`config.mk`:
```
export PLATFORM = sky130hd
export DESIGN_NAME = commit_stall_watchdog
export DESIGN_NICKNAME = d
export VERILOG_FILES = /design/src/rtl/cmt_wdog_pkg.sv /design/src/rtl/cmt_head_select.sv /design/src/rtl/cmt_stall_timer.sv /design/src/rtl/cmt_fault_report.sv /design/src/rtl/commit_stall_watchdog.sv
export SDC_FILE = /design/constraint.sdc
export NUM_CORES = 1
export LEC_CHECK = 0
export BUFFER_PORTS_ARGS = -buffer_cell sky130_fd_sc_hd__buf_2
export CORE_MARGIN = 4
export CORE_UTILIZATION = 50
export DETAILED_ROUTE_END_ITERATION = 12
export PLACE_DENSITY = 0.86
export SYNTH_ARGS = -nofsm -noshare
export SYNTH_HDL_FRONTEND = slang
export SYNTH_SLANG_ARGS = --single-unit
```
`constraint.sdc`:
```
create_clock -name clk -period 2.4 [get_ports clk]
set_clock_uncertainty 0.1 [all_clocks]
set_input_delay 0.36 -clock clk [delete_from_list [all_inputs] [get_ports clk]]
set_output_delay 0.36 -clock clk [all_outputs]
set_load 0.02 [all_outputs]
```
`src/rtl/cmt_wdog_pkg.sv`:
```
package cmt_wdog_pkg;
    localparam int CAUSE_W = 4;
    typedef logic [CAUSE_W-1:0] cause_t;
    localparam cause_t CAUSE_NONE     = 4'h0;
    localparam cause_t CAUSE_TMO_PEND = 4'h8;
    localparam cause_t CAUSE_TMO_DONE = 4'h9;
endpackage

```
`src/rtl/cmt_head_select.sv`:
```
module cmt_head_select #(
    parameter int DEPTH = 16,
    parameter int IDX_W = $clog2(DEPTH)
) (
    input  logic [IDX_W-1:0] head_idx_i,
    input  logic [DEPTH-1:0] valid_i,
    input  logic [DEPTH-1:0] done_i,
    output logic             head_valid_o,
    output logic             head_done_o
);
    logic [DEPTH-1:0] hit;

    for (genvar g = 0; g < DEPTH; g++) begin : g_hit
        assign hit[g] = (head_idx_i == IDX_W'(g));
    end

    always_comb begin
        head_valid_o = |(hit & valid_i);
        head_done_o  = |(hit & done_i);
    end
endmodule

```
`src/rtl/cmt_stall_timer.sv`:
```
module cmt_stall_timer #(
    parameter int LIMIT = 300,
    parameter int CNT_W = $clog2(LIMIT)
) (
    input  logic clk,
    input  logic rst_n,
    input  logic flush_i,
    input  logic adv_i,
    input  logic head_live_i,
    output logic timeout_now_o,
    output logic fire_o
);
    typedef struct packed {
        logic [CNT_W-1:0] cnt;
        logic             armed;
        logic             fire;
    } tmr_t;

    localparam logic [CNT_W-1:0] LAST = CNT_W'(LIMIT - 1);

    tmr_t st_d, st_q;
    logic stall;

    always_comb begin
        stall         = head_live_i && !adv_i && !flush_i;
        timeout_now_o = st_q.armed && stall && (st_q.cnt == LAST);
        st_d          = st_q;
        st_d.fire     = 1'b0;
        if (flush_i || adv_i) begin
            st_d.cnt   = '0;
            st_d.armed = 1'b1;
        end else if (!st_q.armed || !head_live_i) begin
            st_d.cnt = '0;
        end else if (st_q.cnt == LAST) begin
            st_d.cnt   = '0;
            st_d.armed = 1'b0;
            st_d.fire  = 1'b1;
        end else begin
            st_d.cnt = st_q.cnt + 1'b1;
        end
    end

    always_ff @(posedge clk or negedge rst_n) begin
        if (!rst_n) begin
            st_q.cnt   <= '0;
            st_q.armed <= 1'b1;
            st_q.fire  <= 1'b0;
        end else begin
            st_q <= st_d;
        end
    end

    assign fire_o = st_q.fire;

    initial assert (LIMIT >= 2);

    assert_cnt_bound_R2: assert property (@(posedge clk) disable iff (!rst_n)
        st_q.cnt <= LAST);
    assert_fire_needs_stall_R2: assert property (@(posedge clk) disable iff (!rst_n)
        fire_o |-> $past(stall));
    assert_single_strobe_R4: assert property (@(posedge clk) disable iff (!rst_n)
        fire_o |=> !fire_o);
    assert_flush_quiet_R6: assert property (@(posedge clk) disable iff (!rst_n)
        flush_i |=> !fire_o);
    assert_empty_quiet_R9: assert property (@(posedge clk) disable iff (!rst_n)
        !head_live_i |=> !fire_o);
endmodule

```
`src/rtl/cmt_fault_report.sv`:
```
module cmt_fault_report
    import cmt_wdog_pkg::*;
#(
    parameter int IDX_W = 4
) (
    input  logic             clk,
    input  logic             rst_n,
    input  logic             timeout_now_i,
    input  logic             head_done_i,
    input  logic [IDX_W-1:0] head_idx_i,
    output logic             exc_o,
    output cause_t           cause_o,
    output logic [IDX_W-1:0] idx_o
);
    typedef struct packed {
        logic             exc;
        cause_t           cause;
        logic [IDX_W-1:0] idx;
    } rpt_t;

    rpt_t rp_d, rp_q;

    always_comb begin
        rp_d.exc   = 1'b0;
        rp_d.cause = CAUSE_NONE;
        rp_d.idx   = '0;
        if (timeout_now_i) begin
            rp_d.exc   = 1'b1;
            rp_d.cause = head_done_i ? CAUSE_TMO_DONE : CAUSE_TMO_PEND;
            rp_d.idx   = head_idx_i;
        end
    end

    always_ff @(posedge clk or negedge rst_n) begin
        if (!rst_n) rp_q <= '0;
        else        rp_q <= rp_d;
    end

    assign exc_o   = rp_q.exc;
    assign cause_o = rp_q.cause;
    assign idx_o   = rp_q.idx;

    assert_cause_legal_R8: assert property (@(posedge clk) disable iff (!rst_n)
        exc_o |-> (cause_o == CAUSE_TMO_PEND || cause_o == CAUSE_TMO_DONE));
    assert_cause_idle_R8: assert property (@(posedge clk) disable iff (!rst_n)
        !exc_o |-> (cause_o == CAUSE_NONE && idx_o == '0));
endmodule

```
`src/rtl/commit_stall_watchdog.sv`:
```
module commit_stall_watchdog
    import cmt_wdog_pkg::*;
#(
    parameter int DEPTH = 16,
    parameter int LIMIT = 300,
    localparam int IDX_W = $clog2(DEPTH)
) (
    input  logic               clk,
    input  logic               rst_n,
    input  logic               flush_i,
    input  logic [IDX_W-1:0]   head_idx_i,
    input  logic               head_adv_i,
    input  logic [DEPTH-1:0]   entry_valid_i,
    input  logic [DEPTH-1:0]   entry_done_i,
    output logic               force_commit_o,
    output logic               exc_o,
    output logic [CAUSE_W-1:0] exc_cause_o,
    output logic [IDX_W-1:0]   exc_idx_o
);
    logic head_valid, head_done, timeout_now;

    cmt_head_select #(.DEPTH(DEPTH), .IDX_W(IDX_W)) u_sel (
        .head_idx_i   (head_idx_i),
        .valid_i      (entry_valid_i),
        .done_i       (entry_done_i),
        .head_valid_o (head_valid),
        .head_done_o  (head_done)
    );

    cmt_stall_timer #(.LIMIT(LIMIT)) u_tmr (
        .clk           (clk),
        .rst_n         (rst_n),
        .flush_i       (flush_i),
        .adv_i         (head_adv_i),
        .head_live_i   (head_valid),
        .timeout_now_o (timeout_now),
        .fire_o        (force_commit_o)
    );

    cmt_fault_report #(.IDX_W(IDX_W)) u_rpt (
        .clk           (clk),
        .rst_n         (rst_n),
        .timeout_now_i (timeout_now),
        .head_done_i   (head_done),
        .head_idx_i    (head_idx_i),
        .exc_o         (exc_o),
        .cause_o       (exc_cause_o),
        .idx_o         (exc_idx_o)
    );

    assert_exc_tracks_strobe_R7: assert property (@(posedge clk) disable iff (!rst_n)
        exc_o == force_commit_o);
endmodule

```
# Word level (Yosys, flattened, before mapping)
# Index checks and enable logic that the tools add are counted.
[totals] word_cells=49 ff_bits=20 in_bits=40 output_inout_bits=10
[classes] n_reduce_logical=15 bitwise=2 add_sub_neg=1 muxes=8 n_eq_ne=17
[op_table] operator="16-bit AND" n=2
[op_table] operator="4-bit equality test, second input constant" n=8
[op_table] operator="16-bit OR reduction" n=2
[op_table] operator="9-bit 2-to-1 mux" n=3
[op_table] operator="4-bit by 3-bit equality test with 1-bit output, second input constant" n=4
[op_table] operator="10-bit 2-to-1 mux" n=1
[op_table] operator="9-bit by 1-bit adder with 9-bit output, second input constant" n=1
[op_table] operator="9-bit equality test, second input constant" n=1
[op_table] operator="4-bit by 2-bit equality test with 1-bit output, second input constant" n=2
[op_table] operator="4-bit by 1-bit equality test with 1-bit output, second input constant" n=1
[op_table] operator="1-bit logical AND" n=4
[op_table] operator="1-bit zero test" n=4
[op_table] operator="4-bit zero test" n=1
[op_table] operator="2-bit 2-to-1 mux" n=2
[op_table] operator="1-bit logical OR" n=2
[op_table] operator="1-bit 2-to-1 mux" n=2
[op_table] operator="2-bit by 1-bit inequality test with 1-bit output, second input constant" n=1
[op_table] operator="2-bit AND reduction" n=1
[op_table] operator="2-bit nonzero test" n=1

# Longest topological paths before layout
[logic_depth] ltp_word=8 ltp_mapped=8 depth_no_buf=6

# Hierarchy
# Synthesis repeated with hierarchy kept, for this count alone.
[hier_totals] cells_unflattened=111 area_unflattened_um2=1061.0
[by_module_without_submodules] mod="cmt_stall_timer" area_each_um2=520.5 cells_each=49 seq_area_each_um2=276.5 instances=1
[by_module_without_submodules] mod="cmt_head_select" area_each_um2=332.8 cells_each=47 seq_area_each_um2=0.0 instances=1
[by_module_without_submodules] mod="cmt_fault_report" area_each_um2=207.7 cells_each=15 seq_area_each_um2=150.1 instances=1

# Worst setup path before layout
# Ideal clock, no wire load.
[synth_timing] path_type="input to register" startpoint="input head_idx_i[3]" endpoint="register u_tmr.st_q[3] in the netlist's numbering" cell_stages=6 setup_slack_ns=0.582 required_ns=2.204 setup_time_ns=0.096 t_arrival_ns=1.622 n_path_buf=1 path_cell_list="or3b_1 > a211oi_1 > a2111oi_2 > and2_1 > buf_6 > nor4b_2"
[synth_rtl] element="from (decl)" line="commit_stall_watchdog.sv:11" text="input logic [IDX_W-1:0] head_idx_i,"
[synth_rtl] element="to (signal assigned)" line="cmt_stall_timer.sv:49" text="st_q <= st_d;"
[synth_rtl] element="to (decl)" line="cmt_stall_timer.sv:21" text="tmr_t st_d, st_q;"

==> flow_metrics.tcl <==
set metrics [dict create \
    status "finished clean" \
    firstDrtPassIters 6 \
    routedWlPerCell_um 12.6 \
    synth_ff_type "dfrtp_1" \
    synthTopCellsByCount "16 x dfrtp_1, 9 x nand2_1, 8 x nor4_2" \
    p_per_area_mw_per_mm2 380 \
    synth_area_per_cell_um2 9.63 \
    post_drt_via_cell_ratio 5.41 \
    cts_buffer_depth 2 \
    yosysUniqueCellTypes 40 \
    synthArstFlopShare_pct 100 \
    finalHoldViolCount 0 \
    htreeDepth 1 \
    use_met3_pct 3.17 \
    synth_top_family_by_area "simple AND/OR/NAND/NOR gates" \
    path_cells "buf_2, or3b_1, a211oi_1, a2111oi_2, and2_1, buf_4, nor4_2" \
    busiest_layer "met2" \
    cpMaxStageDelayCell "or3b_1" \
    synth_top_area_cell "dfrtp_1" \
    synthCells 125 \
    synth_most_common_cell "dfrtp_1" \
    crit_fanout 20 \
    place.gp.congestion 0.833 \
    core.rowCount 17 \
    clock-sinks 17 \
    cts_tree "done" \
    die_w_um 57.1 \
    ant_nets 0 \
    area_growth_pct 20.0 \
    crit_type "input pin to register" \
    use_met2_pct 25.8 \
    yosysWarnings 0 \
    finalPower_mw 0.548 \
    route.detailed.drc 0 \
    final_max_slew_viol_count 0 \
    synth.area.top_cells "dfrtp_1 33%, nor4_2 8.3%, mux2i_1 5.0%, nand3b_1 3.7%, and2_1 3.1%" \
    ctsHoldBuffers 1 \
    crit_path_end_kind "register" \
    coreArea_mm2 0.00225 \
    synth_mux_area_share_pct 5.93 \
    final.setup.tns_ps 0 \
    finalCritPeriodShare_pct 78.6 \
    synth.cell_area_mm2 0.00120 \
    synth-edff-count 0 \
    gr-total-overflow 0 \
    worst_hold_path_type "input pin to register" \
    fmaxAchievable_mhz 530 \
    cts_root_buf "clkbuf_4" \
    drv_cap 0 \
    finalSetupViolCount 0 \
    io_pins 50 \
    port-buffer-count 47 \
    drive_gt1_share_pct 39.5 \
    grt.total_usage_pct 14.7 \
    fin_nets 209 \
    cts_buffers 3 \
    hpwl_um 1990 \
    grt_pass1_wl_um 3900 \
    met1_usage_pct 17.8 \
    ys_seq_elements 17 \
    irDropWorstVdd_uv 245 \
    wirelength_um 2450 \
    start_util_pct 53.4 \
    clock_latency_ps 280 \
    grt_max_degree 21 \
    slowest_delay_ps 400 \
    synth_top_area_share_pct 33.3 \
    n_antenna_cell 0 \
    rsz0062_at_grt "no" \
    worstPathArrival_ps 1970 \
    synth-compound-area-share_pct 13.0 \
    synth_xor_area_share_pct 5.09 \
    grt_pass1_vias 960 \
    dieArea_mm2 0.00326 \
    drt_iter0_markers 12 \
    route.vias.total 1055 \
    synth-simple-area-share_pct 30.5 \
    die_h_um 57.1 \
    p_leak_nw 0.678 \
    antenna_found_initial 0 \
    synth_fa_ha_area_share_pct 1.04 \
    cts-resized-gates 0 \
    cts_setup_buffers 0 \
    startpoint_type "input pin" \
    path_clk_slew_ps 90 \
    crit_required_ps 2480 \
    seq_area_frac_synth_pct 35.4 \
    period_minus_slack_ps 1890 \
]
==> per-layer routing <==
layer	part of all wire (%)	up-vias
li1	-	536
met1	42	476
met2	50	39
met3	7.1	4
met4	0.73	0
met5	0	-
==> stage by stage <==
step	hold slack [ps]	cells	instance area, um2	setup WS [ps]	utilization [%]
floorplan	-35.6	126	1210	582	-
global placement	184	190	1410	303	62.4
detailed placement	193	190	1410	209	62.4
CTS	202	195	1440	507	64.0
global route	246	195	1440	395	64.0
finish	204	195	1440	514	64.0
==> critical path: cells and delay by family <==
kind,cells,cell delay [ps]
AND/OR/NAND/NOR,3,830
AO/OA/AOI/OAI,2,410
buffers and inverters,2,370
==> sequential cells by signal (all words and copies together), names as in the netlist <==
| name | flops |
|---|---|
| u_tmr.fire_o | 1 |
| u_rpt.cause_o | 2 |
| u_tmr.st_q | 10 |
| u_rpt.idx_o | 4 |
==> area by class of cell <==
type                       count  area [um2]
inverter                       5        18.8
tap                           28        35.0
fill                         203         811
sequential                    17         427
timing repair buffer          50         260
clock inverter                 1        5.00
clock buffer                   3        22.5
multi-input combinational     91         676
==> worst paths after layout <==
| kind | slack [ps] | to | depth (start not counted) | startpoint |
|---|---|---|---|---|
| setup / recovery | 510 | u_tmr.st_q[7] | 7 | head_idx_i[3] |
| hold / removal | 200 | u_tmr.st_q[1] | 3 | flush_i |
| setup reg to reg | 570 | u_tmr.st_q[7] | 5 | u_tmr.st_q[2] |
| hold reg to reg | 380 | u_tmr.st_q[1] | 2 | u_tmr.st_q[1] |
| max in group asynchronous | 1480 | u_tmr.st_q[1] | 2 | rst_n |
| min in group asynchronous | 410 | u_tmr.st_q[4] | 2 | rst_n |
==> logic make-up after synthesis <==
family | count (synthesis)
adders and majority gates | 1
and+or+nand+nor | 52
xor gates and xnor gates | 7
other | 1
buffers and inverters | 18
muxes | 7
DFF | 17
AOI/OAI and AO/OA | 22
==> cells in the final DEF (no fill, tap or decap), types with 2 or more instances in the layout <==
cell,Yosys,routed
a211oi_1,2,2
a21oi_1,3,3
a22oi_1,2,2
and2_1,6,6
buf_2,3,47
buf_4,5,2
clkbuf_4,0,3
conb_1,1,2
dfrtp_1,16,16
inv_1,5,5
mux2i_1,6,6
nand2_1,9,9
nand3_1,5,5
nand3b_1,6,6
nand4_1,2,2
nor2_1,4,4
nor3b_1,3,3
nor4_1,2,2
nor4_2,8,8
o21ai_0,5,5
o22ai_1,2,2
or3b_1,3,3
xnor2_1,3,3
xor2_1,4,4
==> power by group <==
| group | switching (mW) | internal [mW] | total [mW] |
|---|---|---|---|
| combinational | 0.0640 | 0.0537 | 0.118 |
| sequential | 0.00165 | 0.287 | 0.289 |
| clock | 0.0800 | 0.0617 | 0.142 |
| total | 0.146 | 0.403 | 0.548 |
No activity file was read; power rests on OpenSTA's default activity.
